## src/rtl/sdram_seq_pkg.sv

```systemverilog
package sdram_seq_pkg;

    // Command codes on {cs_n, ras_n, cas_n, we_n}
    typedef enum logic [3:0] {
        CMD_NOP = 4'b0111,
        CMD_ACT = 4'b0011,
        CMD_RD  = 4'b0101,
        CMD_WR  = 4'b0100,
        CMD_PRE = 4'b0010,
        CMD_REF = 4'b0001
    } sdram_cmd_e;

    typedef enum logic [3:0] {
        S_IDLE,
        S_PRE,
        S_PRE_WAIT,
        S_ACT,
        S_ACT_WAIT,
        S_COL,
        S_AP_WAIT,
        S_PREALL,
        S_PREALL_WAIT,
        S_REF,
        S_REF_WAIT
    } seq_state_e;

endpackage

```

## src/rtl/bank_row_table.sv

```systemverilog
module bank_row_table #(
    parameter int BANK_W = 2,
    parameter int ROW_W  = 13
) (
    input  logic              clk,
    input  logic              rst_n,
    input  logic              open_en,
    input  logic [BANK_W-1:0] open_bank,
    input  logic [ROW_W-1:0]  open_row,
    input  logic              close_en,
    input  logic [BANK_W-1:0] close_bank,
    input  logic              close_all,
    input  logic [BANK_W-1:0] look_bank,
    output logic              look_open,
    output logic [ROW_W-1:0]  look_row,
    output logic              any_open
);
    localparam int BANKS = 1 << BANK_W;

    logic [BANKS-1:0] vld_q;
    logic [ROW_W-1:0] row_q [BANKS];

    always_ff @(posedge clk) begin
        if (!rst_n) begin
            vld_q <= '0;
            for (int i = 0; i < BANKS; i++) begin
                row_q[i] <= '0;
            end
        end else begin
            for (int i = 0; i < BANKS; i++) begin
                if (close_all) begin
                    vld_q[i] <= 1'b0;
                end else if (open_en && open_bank == BANK_W'(i)) begin
                    vld_q[i] <= 1'b1;
                    row_q[i] <= open_row;
                end else if (close_en && close_bank == BANK_W'(i)) begin
                    vld_q[i] <= 1'b0;
                end
            end
        end
    end

    assign look_open = vld_q[look_bank];
    assign look_row  = row_q[look_bank];
    assign any_open  = |vld_q;

    // a close-all leaves no bank open in the following cycle
    p_close_all_empties_r10: assert property (@(posedge clk) disable iff (!rst_n)
        close_all |=> !any_open);

    // opening one bank keeps every other bank's state
    p_open_keeps_others_r8: assert property (@(posedge clk) disable iff (!rst_n)
        (open_en && !close_all && !close_en) |=> ($countones(vld_q) >= $countones($past(vld_q))));

endmodule

```

## src/rtl/gap_timer.sv

```systemverilog
module gap_timer #(
    parameter int CW = 4
) (
    input  logic          clk,
    input  logic          rst_n,
    input  logic          load,
    input  logic [CW-1:0] load_val,
    output logic          done
);
    logic [CW-1:0] cnt_q;

    always_ff @(posedge clk) begin
        if (!rst_n) begin
            cnt_q <= '0;
        end else if (load) begin
            cnt_q <= load_val;
        end else if (cnt_q != '0) begin
            cnt_q <= cnt_q - 1'b1;
        end
    end

    assign done = (cnt_q == '0);

    // a non-zero load always produces at least one waiting cycle
    p_load_holds_r11: assert property (@(posedge clk) disable iff (!rst_n)
        (load && load_val != '0) |=> !done);

endmodule

```

## src/rtl/refresh_timer.sv

```systemverilog
module refresh_timer #(
    parameter int REF_INT = 1560
) (
    input  logic clk,
    input  logic rst_n,
    input  logic ack,
    output logic pend
);
    localparam int RW = $clog2(REF_INT);

    logic [RW-1:0] cnt_q;
    logic          pend_q;

    always_ff @(posedge clk) begin
        if (!rst_n) begin
            cnt_q  <= RW'(REF_INT - 1);
            pend_q <= 1'b0;
        end else begin
            if (cnt_q == '0) begin
                cnt_q  <= RW'(REF_INT - 1);
                pend_q <= 1'b1;
            end else begin
                cnt_q <= cnt_q - 1'b1;
                if (ack) begin
                    pend_q <= 1'b0;
                end
            end
        end
    end

    assign pend = pend_q;

    // a pending refresh stays pending until it is served
    p_pending_held_r12: assert property (@(posedge clk) disable iff (!rst_n)
        (pend && !ack) |=> pend);

endmodule

```

## src/rtl/sdram_cmd_seq.sv

```systemverilog
module sdram_cmd_seq
    import sdram_seq_pkg::*;
#(
    parameter int ROW_W   = 13,
    parameter int COL_W   = 10,
    parameter int BANK_W  = 2,
    parameter int T_RP    = 3,
    parameter int T_RCD   = 3,
    parameter int T_RFC   = 10,
    parameter int T_AP    = 5,
    parameter int REF_INT = 1560
) (
    input  logic              clk,
    input  logic              rst_n,
    input  logic              req_valid,
    output logic              req_ready,
    input  logic              req_write,
    input  logic [BANK_W-1:0] req_bank,
    input  logic [ROW_W-1:0]  req_row,
    input  logic [COL_W-1:0]  req_col,
    input  logic              req_ap,
    output logic              cmd_cs_n,
    output logic              cmd_ras_n,
    output logic              cmd_cas_n,
    output logic              cmd_we_n,
    output logic [BANK_W-1:0] cmd_ba,
    output logic [ROW_W-1:0]  cmd_addr
);
    localparam int T_MAX1 = (T_RP > T_RCD) ? T_RP : T_RCD;
    localparam int T_MAX2 = (T_RFC > T_AP) ? T_RFC : T_AP;
    localparam int T_MAX  = (T_MAX1 > T_MAX2) ? T_MAX1 : T_MAX2;
    localparam int CW     = $clog2(T_MAX + 1);
    localparam int CPAD   = 12;

    seq_state_e state_q, state_d;

    logic [BANK_W-1:0] lat_bank;
    logic [ROW_W-1:0]  lat_row;
    logic [COL_W-1:0]  lat_col;
    logic              lat_wr;
    logic              lat_ap;

    logic              accept;
    logic              ref_pend;
    logic              look_open;
    logic [ROW_W-1:0]  look_row;
    logic              any_open;
    logic [BANK_W-1:0] look_bank;
    logic              hit;
    logic              tmr_load;
    logic [CW-1:0]     tmr_val;
    logic              tmr_done;

    logic [3:0]        cmd_d;
    logic [BANK_W-1:0] ba_d;
    logic [ROW_W-1:0]  addr_d;
    logic [CPAD-1:0]   col_pad;
    logic [12:0]       col_addr;

    // ---------------- helpers ----------------
    assign look_bank = (state_q == S_IDLE) ? req_bank : lat_bank;
    assign hit       = look_open && (look_row == req_row);
    assign req_ready = (state_q == S_IDLE) && !ref_pend;
    assign accept    = req_valid && req_ready;

    bank_row_table #(
        .BANK_W (BANK_W),
        .ROW_W  (ROW_W)
    ) u_banks (
        .clk        (clk),
        .rst_n      (rst_n),
        .open_en    (state_q == S_ACT),
        .open_bank  (lat_bank),
        .open_row   (lat_row),
        .close_en   ((state_q == S_PRE) || (state_q == S_COL && lat_ap)),
        .close_bank (lat_bank),
        .close_all  (state_q == S_PREALL),
        .look_bank  (look_bank),
        .look_open  (look_open),
        .look_row   (look_row),
        .any_open   (any_open)
    );

    gap_timer #(
        .CW (CW)
    ) u_gap (
        .clk      (clk),
        .rst_n    (rst_n),
        .load     (tmr_load),
        .load_val (tmr_val),
        .done     (tmr_done)
    );

    refresh_timer #(
        .REF_INT (REF_INT)
    ) u_refi (
        .clk   (clk),
        .rst_n (rst_n),
        .ack   (state_q == S_REF),
        .pend  (ref_pend)
    );

    // ---------------- request latch ----------------
    always_ff @(posedge clk) begin
        if (!rst_n) begin
            lat_bank <= '0;
            lat_row  <= '0;
            lat_col  <= '0;
            lat_wr   <= 1'b0;
            lat_ap   <= 1'b0;
        end else if (accept) begin
            lat_bank <= req_bank;
            lat_row  <= req_row;
            lat_col  <= req_col;
            lat_wr   <= req_write;
            lat_ap   <= req_ap;
        end
    end

    // ---------------- state register ----------------
    always_ff @(posedge clk) begin
        if (!rst_n) begin
            state_q <= S_IDLE;
        end else begin
            state_q <= state_d;
        end
    end

    // ---------------- next state ----------------
    always_comb begin
        state_d = state_q;
        unique case (state_q)
            S_IDLE: begin
                if (ref_pend) begin
                    state_d = any_open ? S_PREALL : S_REF;
                end else if (req_valid) begin
                    if (hit)            state_d = S_COL;
                    else if (look_open) state_d = S_PRE;
                    else                state_d = S_ACT;
                end
            end
            S_PRE:         state_d = S_PRE_WAIT;
            S_PRE_WAIT:    if (tmr_done) state_d = S_ACT;
            S_ACT:         state_d = S_ACT_WAIT;
            S_ACT_WAIT:    if (tmr_done) state_d = S_COL;
            S_COL:         state_d = lat_ap ? S_AP_WAIT : S_IDLE;
            S_AP_WAIT:     if (tmr_done) state_d = S_IDLE;
            S_PREALL:      state_d = S_PREALL_WAIT;
            S_PREALL_WAIT: if (tmr_done) state_d = S_REF;
            S_REF:         state_d = S_REF_WAIT;
            S_REF_WAIT:    if (tmr_done) state_d = S_IDLE;
            default:       state_d = S_IDLE;
        endcase
    end

    // ---------------- gap timer loading ----------------
    // A load of T-2 in the command state puts the next command state T cycles later.
    always_comb begin
        tmr_load = 1'b1;
        tmr_val  = '0;
        unique case (state_q)
            S_PRE, S_PREALL: tmr_val = CW'(T_RP - 2);
            S_ACT:           tmr_val = CW'(T_RCD - 2);
            S_COL:           tmr_val = CW'(T_AP - 2);
            S_REF:           tmr_val = CW'(T_RFC - 2);
            default:         tmr_load = 1'b0;
        endcase
    end

    // ---------------- command outputs ----------------
    assign col_pad  = CPAD'(lat_col);
    assign col_addr = {col_pad[11], col_pad[10], lat_ap, col_pad[9:0]};

    always_comb begin
        cmd_d  = CMD_NOP;
        ba_d   = '0;
        addr_d = '0;
        unique case (state_q)
            S_PRE: begin
                cmd_d = CMD_PRE;
                ba_d  = lat_bank;
            end
            S_ACT: begin
                cmd_d  = CMD_ACT;
                ba_d   = lat_bank;
                addr_d = lat_row;
            end
            S_COL: begin
                cmd_d  = lat_wr ? CMD_WR : CMD_RD;
                ba_d   = lat_bank;
                addr_d = ROW_W'(col_addr);
            end
            S_PREALL: begin
                cmd_d  = CMD_PRE;
                addr_d = ROW_W'(13'h0400);
            end
            S_REF:   cmd_d = CMD_REF;
            default: cmd_d = CMD_NOP;
        endcase
    end

    always_ff @(posedge clk) begin
        if (!rst_n) begin
            {cmd_cs_n, cmd_ras_n, cmd_cas_n, cmd_we_n} <= CMD_NOP;
            cmd_ba   <= '0;
            cmd_addr <= '0;
        end else begin
            {cmd_cs_n, cmd_ras_n, cmd_cas_n, cmd_we_n} <= cmd_d;
            cmd_ba   <= ba_d;
            cmd_addr <= addr_d;
        end
    end

    // ---------------- assertions ----------------
    // a column command only ever targets the row the table holds open
    p_col_on_open_row_r4: assert property (@(posedge clk) disable iff (!rst_n)
        (state_q == S_COL) |-> (look_open && look_row == lat_row));

    // ACTIVE is only issued to a bank the table holds idle
    p_act_on_idle_bank_r3: assert property (@(posedge clk) disable iff (!rst_n)
        (state_q == S_ACT) |-> !look_open);

    // refresh only with every bank closed
    p_ref_all_idle_r10: assert property (@(posedge clk) disable iff (!rst_n)
        (state_q == S_REF) |-> !any_open);

    // after an acceptance the block is busy in the next cycle
    p_accept_busy_r13: assert property (@(posedge clk) disable iff (!rst_n)
        (req_valid && req_ready) |=> !req_ready);

    // the bus stays quiet while the refresh cycle time runs
    p_quiet_after_ref_r11: assert property (@(posedge clk) disable iff (!rst_n)
        (state_q == S_REF_WAIT) |=> ({cmd_cs_n, cmd_ras_n, cmd_cas_n, cmd_we_n} == CMD_NOP));

endmodule

```

## config.mk

```make
export PLATFORM = sky130hd
export DESIGN_NAME = sdram_cmd_seq
export DESIGN_NICKNAME = d
export VERILOG_FILES = /design/src/rtl/sdram_seq_pkg.sv /design/src/rtl/bank_row_table.sv /design/src/rtl/gap_timer.sv /design/src/rtl/refresh_timer.sv /design/src/rtl/sdram_cmd_seq.sv
export SDC_FILE = /design/constraint.sdc
export NUM_CORES = 1
export LEC_CHECK = 0
export ABC_AREA = 1
export BUFFER_PORTS_ARGS = -buffer_cell sky130_fd_sc_hd__buf_2
export CELL_PAD_IN_SITES_DETAIL_PLACEMENT = 1
export CELL_PAD_IN_SITES_GLOBAL_PLACEMENT = 1
export CORE_MARGIN = 2
export CORE_UTILIZATION = 35
export CTS_CLUSTER_DIAMETER = 40
export DETAILED_ROUTE_END_ITERATION = 8
export PLACE_DENSITY = 0.74
export SKIP_CTS_REPAIR_TIMING = 1
export SLEW_MARGIN = 25
export SYNTH_ARGS = -nofsm -noshare
export SYNTH_HDL_FRONTEND = slang
export SYNTH_SLANG_ARGS = --single-unit
```

## constraint.sdc

```tcl
create_clock -name clk -period 2.1 [get_ports clk]
set_clock_uncertainty 0.2 [all_clocks]
set_input_delay 0.525 -clock clk [delete_from_list [all_inputs] [get_ports clk]]
set_output_delay 0.525 -clock clk [all_outputs]
set_load 0.1 [all_outputs]
```

==> metrics.csv <==
stage,metric,value,unit
outcome,status,finished with violations,
outcome,failing checks,negative setup slack,
logic_synthesis,Yosys cell types,34,
sta,final worst slack,-0.3641,ns
cts,CTS tree,yes,
sta,RSZ-0062 raised after global routing,yes,
sta,"Setup violations, final",3,
place,PortBufs,48,
sta,"Hold Vio Cnt, Final",0,
logic_synthesis,Yosys warning total,0,
hold_path,Min-Delay Path Class,input pin to flip-flop,
power_and_ir_drop,Peak VDD IR,0.001167,V
routing,Antenna Violating Nets Remaining,0,
sta,crit share post-route,117.3,%
logic_synthesis,"Cell Area, Synth",5648,sq um
worst_setup_path,critical path endpoint category,flip-flop,
run,Max-cap violations,0,
logic_synthesis,sequential area share after synthesis,52.10,%
cts,Root Driver,clkbuf_16,
cts,clk sink count,121,
finish,layout cell share with drive strength beyond 1,22.96,%
die,# IOs,50,
global_route,largest net degree at the start of global routing,27,
finish,fill count,1904,
routing,first drt pass iteration count,5,
worst_setup_path,"slowest stage cell, crit path",dfxtp_2,
place,RD Place Congestion,0.8831,
sta,setup tns final,-0.7907,ns
place,pre-CTS WS,-0.3882,ns
global_route,vias in the first global route,5425,
cts,CTS Buf Count,17,
die,# rows,46,
routing,Via density,5.014,
sta,Final Slew Violations,0,
routing,wire length per cell,17.57,um
worst_setup_path,critical path startpoint category,flip-flop,
logic_synthesis,cell count after synthesis,718,
power_and_ir_drop,leakage,3.162,nW
worst_setup_path,required time of the critical path,2.25,ns
power_and_ir_drop,PwrDens,1387,nW/um^2
logic_synthesis,number of synthesized flops with an enable pin,52,
routing,final wirelength,18420,um
cts,"Clk Latency, worst-skew pair",0.42,ns
sta,hold slack,0.1713,ns
global_route,first-pass GRT wire length,27710,um
finish,final cell count without fillers,1048,
cts,H-tree depth,4,
place,DPL Wire Length,12540,um
die,die area,17170,sq um
worst_setup_path,CP Cell Sequence,nor2_4 -> nand2_4 -> nand2_8 -> buf_4 -> nand2_4 -> nand2_2 -> nand3_1 -> nand2_1 -> nand2_1 -> nor2_1 -> nand2_1 -> nor2_1 -> nand2_1 -> nand2_1 -> nand2_1 -> nand2_1 -> nand2_1 -> a21oi_2,
cts,clock transition at the registers of the reported paths,0.06,ns
logic_synthesis,Post-synth top flop,dfxtp_1,
worst_setup_path,crit-path max FO,12,
global_route,antenna violations before repair,0,
worst_setup_path,reg2reg path depth,18,
logic_synthesis,Mapped Nets,750,
logic_synthesis,average cell area after synthesis,7.866,sq um
die,Core ar.,15830,sq um
finish,nets@finish,851,
routing,detailed-route DRC error count,0,
logic_synthesis,Seq cells post-synth,121,
global_route,total global routing overflow,0,
die,Die H,131.0,um
sta,final period demand of the worst path,2.464,ns
routing,initial drt markers,346,
worst_setup_path,WS Path Type,flip-flop to flip-flop,
finish,ant diodes,0,
place,placed insts,1006,
hold_path,hold depth,3,
worst_setup_path,crit-path most repeated cell,nand2_1,
finish,area grow syn2layout,31.10,%
die,Initial Utilization,35.68,%
worst_setup_path,crit-path max cell delay,0.33,ns
global_route,gr usage total,21.46,%
worst_setup_path,WP data arrival,2.62,ns
sta,Fmax,405.8,MHz
routing,Via Count,5255,
logic_synthesis,"FFs w/ async S/R, synth",0,%
die,Die X,131.0,um
cts,Clock Tree Buf Depth,2,
-- state kept, by name, summed over array words and instances, names as in the netlist --
signal         cells
u_banks.row_q     52
cmd_addr          13
lat_row           13
u_refi.cnt_q      11
lat_col           10
state_q            4
u_banks.vld_q      4
u_gap.cnt_q        4
cmd_ba             2
lat_bank           2
cmd_cas_n          1
cmd_ras_n          1
cmd_we_n           1
lat_ap             1
lat_wr             1
u_refi.pend        1
-- kinds of logic after synthesis --
kind of cell	share of synthesized area, %
AO/OA/AOI/OAI	8.463
AND/OR/NAND/NOR	29.60
other	0.06640
buffers and inverters	8.706
flip-flops	52.10
XOR/XNOR	0.6204
adder cells (fa/ha/maj)	0.4430
-- power by group --
group          switching [mW]  internal (mW)
registers               0.178           2.76
clock network            1.07           1.79
logic                    2.78           1.69
total                    4.03           6.24
-- final cells by class --
class,instances,area (sq um),share of cell area [%]
clock buffer,22,495.5,6.691
inverter,89,337.8,4.562
tap,216,270.3,3.650
timing repair inverter,1,7.507,0.1014
multi-input combinational,480,2380,32.14
timing repair buffer,109,879.6,11.88
sequential,121,2945,39.78
clock inverter,10,88.84,1.200
-- layout by cell type (no fill, tap or decap), types with 5 or more instances in the layout --
cell,Yosys,routed
nand2_1,162,159
nor2_1,110,103
inv_1,88,86
nand3_1,74,69
dfxtp_1,69,67
edfxtp_1,52,52
buf_2,3,47
buf_4,6,45
a21oi_1,41,38
o21ai_0,34,29
clkbuf_16,0,20
buf_12,0,10
nand3b_1,8,8
nand3_2,3,8
nor3_1,12,7
nor2_2,0,5
nand2_2,4,5
buf_6,3,5
-- synthesized netlist by cell type (4+ instances only) --
master / instances / area, sq um
a21oi_1: 41 / 205.2
nor3_1: 12 / 60.06
nand2_1: 162 / 608.1
o21ai_0: 34 / 170.2
clkbuf_1: 17 / 63.81
nand3_1: 74 / 370.4
nand3b_1: 8 / 60.06
o31ai_1: 4 / 30.03
dfxtp_1: 69 / 1381
nor2_1: 110 / 412.9
edfxtp_1: 52 / 1562
nand2_2: 4 / 25.02
inv_1: 88 / 330.3
buf_4: 6 / 45.04
-- final timing paths --
path	from	end	slack, ns
setup / recovery	state_q[2]	state_q[2]	-0.36
setup reg to reg	state_q[2]	state_q[2]	-0.36
hold reg to reg	u_refi.cnt_q[0]	u_refi.cnt_q[0]	0.20
hold / removal	req_col[0]	lat_col[0]	0.17
-- critical path: cells and delay by family (launching register included) --
family | cells | cell delay [ns]
compound gates | 1 | 0.12
buf+inv | 1 | 0.13
flops | 1 | 0.33
simple gates | 16 | 1.60
-- layer usage --
layer | track usage (%) | vias to the layer above | share of wire [%]
li1 | - | 2523 | -
met1 | 26.29 | 2565 | 43
met2 | 38.31 | 129 | 51
met3 | 4.153 | 38 | 4.3
met4 | 6.258 | 0 | 1.9
met5 | 0 | - | 0
-- metrics by stage --
step / area [sq um] / utilization [%] / total power, mW
2_1_floorplan: 5659 / - / 5.454
4_1_cts: 7121 / 44.99 / 9.786
3_5_place_dp: 6536 / 41.30 / 6.893
5_1_grt: 7405 / 46.78 / 10.84
3_3_place_gp: 6536 / 41.30 / 6.699
6_report: 7405 / 46.78 / 10.27
Note: power is estimated with default switching activity, not from simulation.
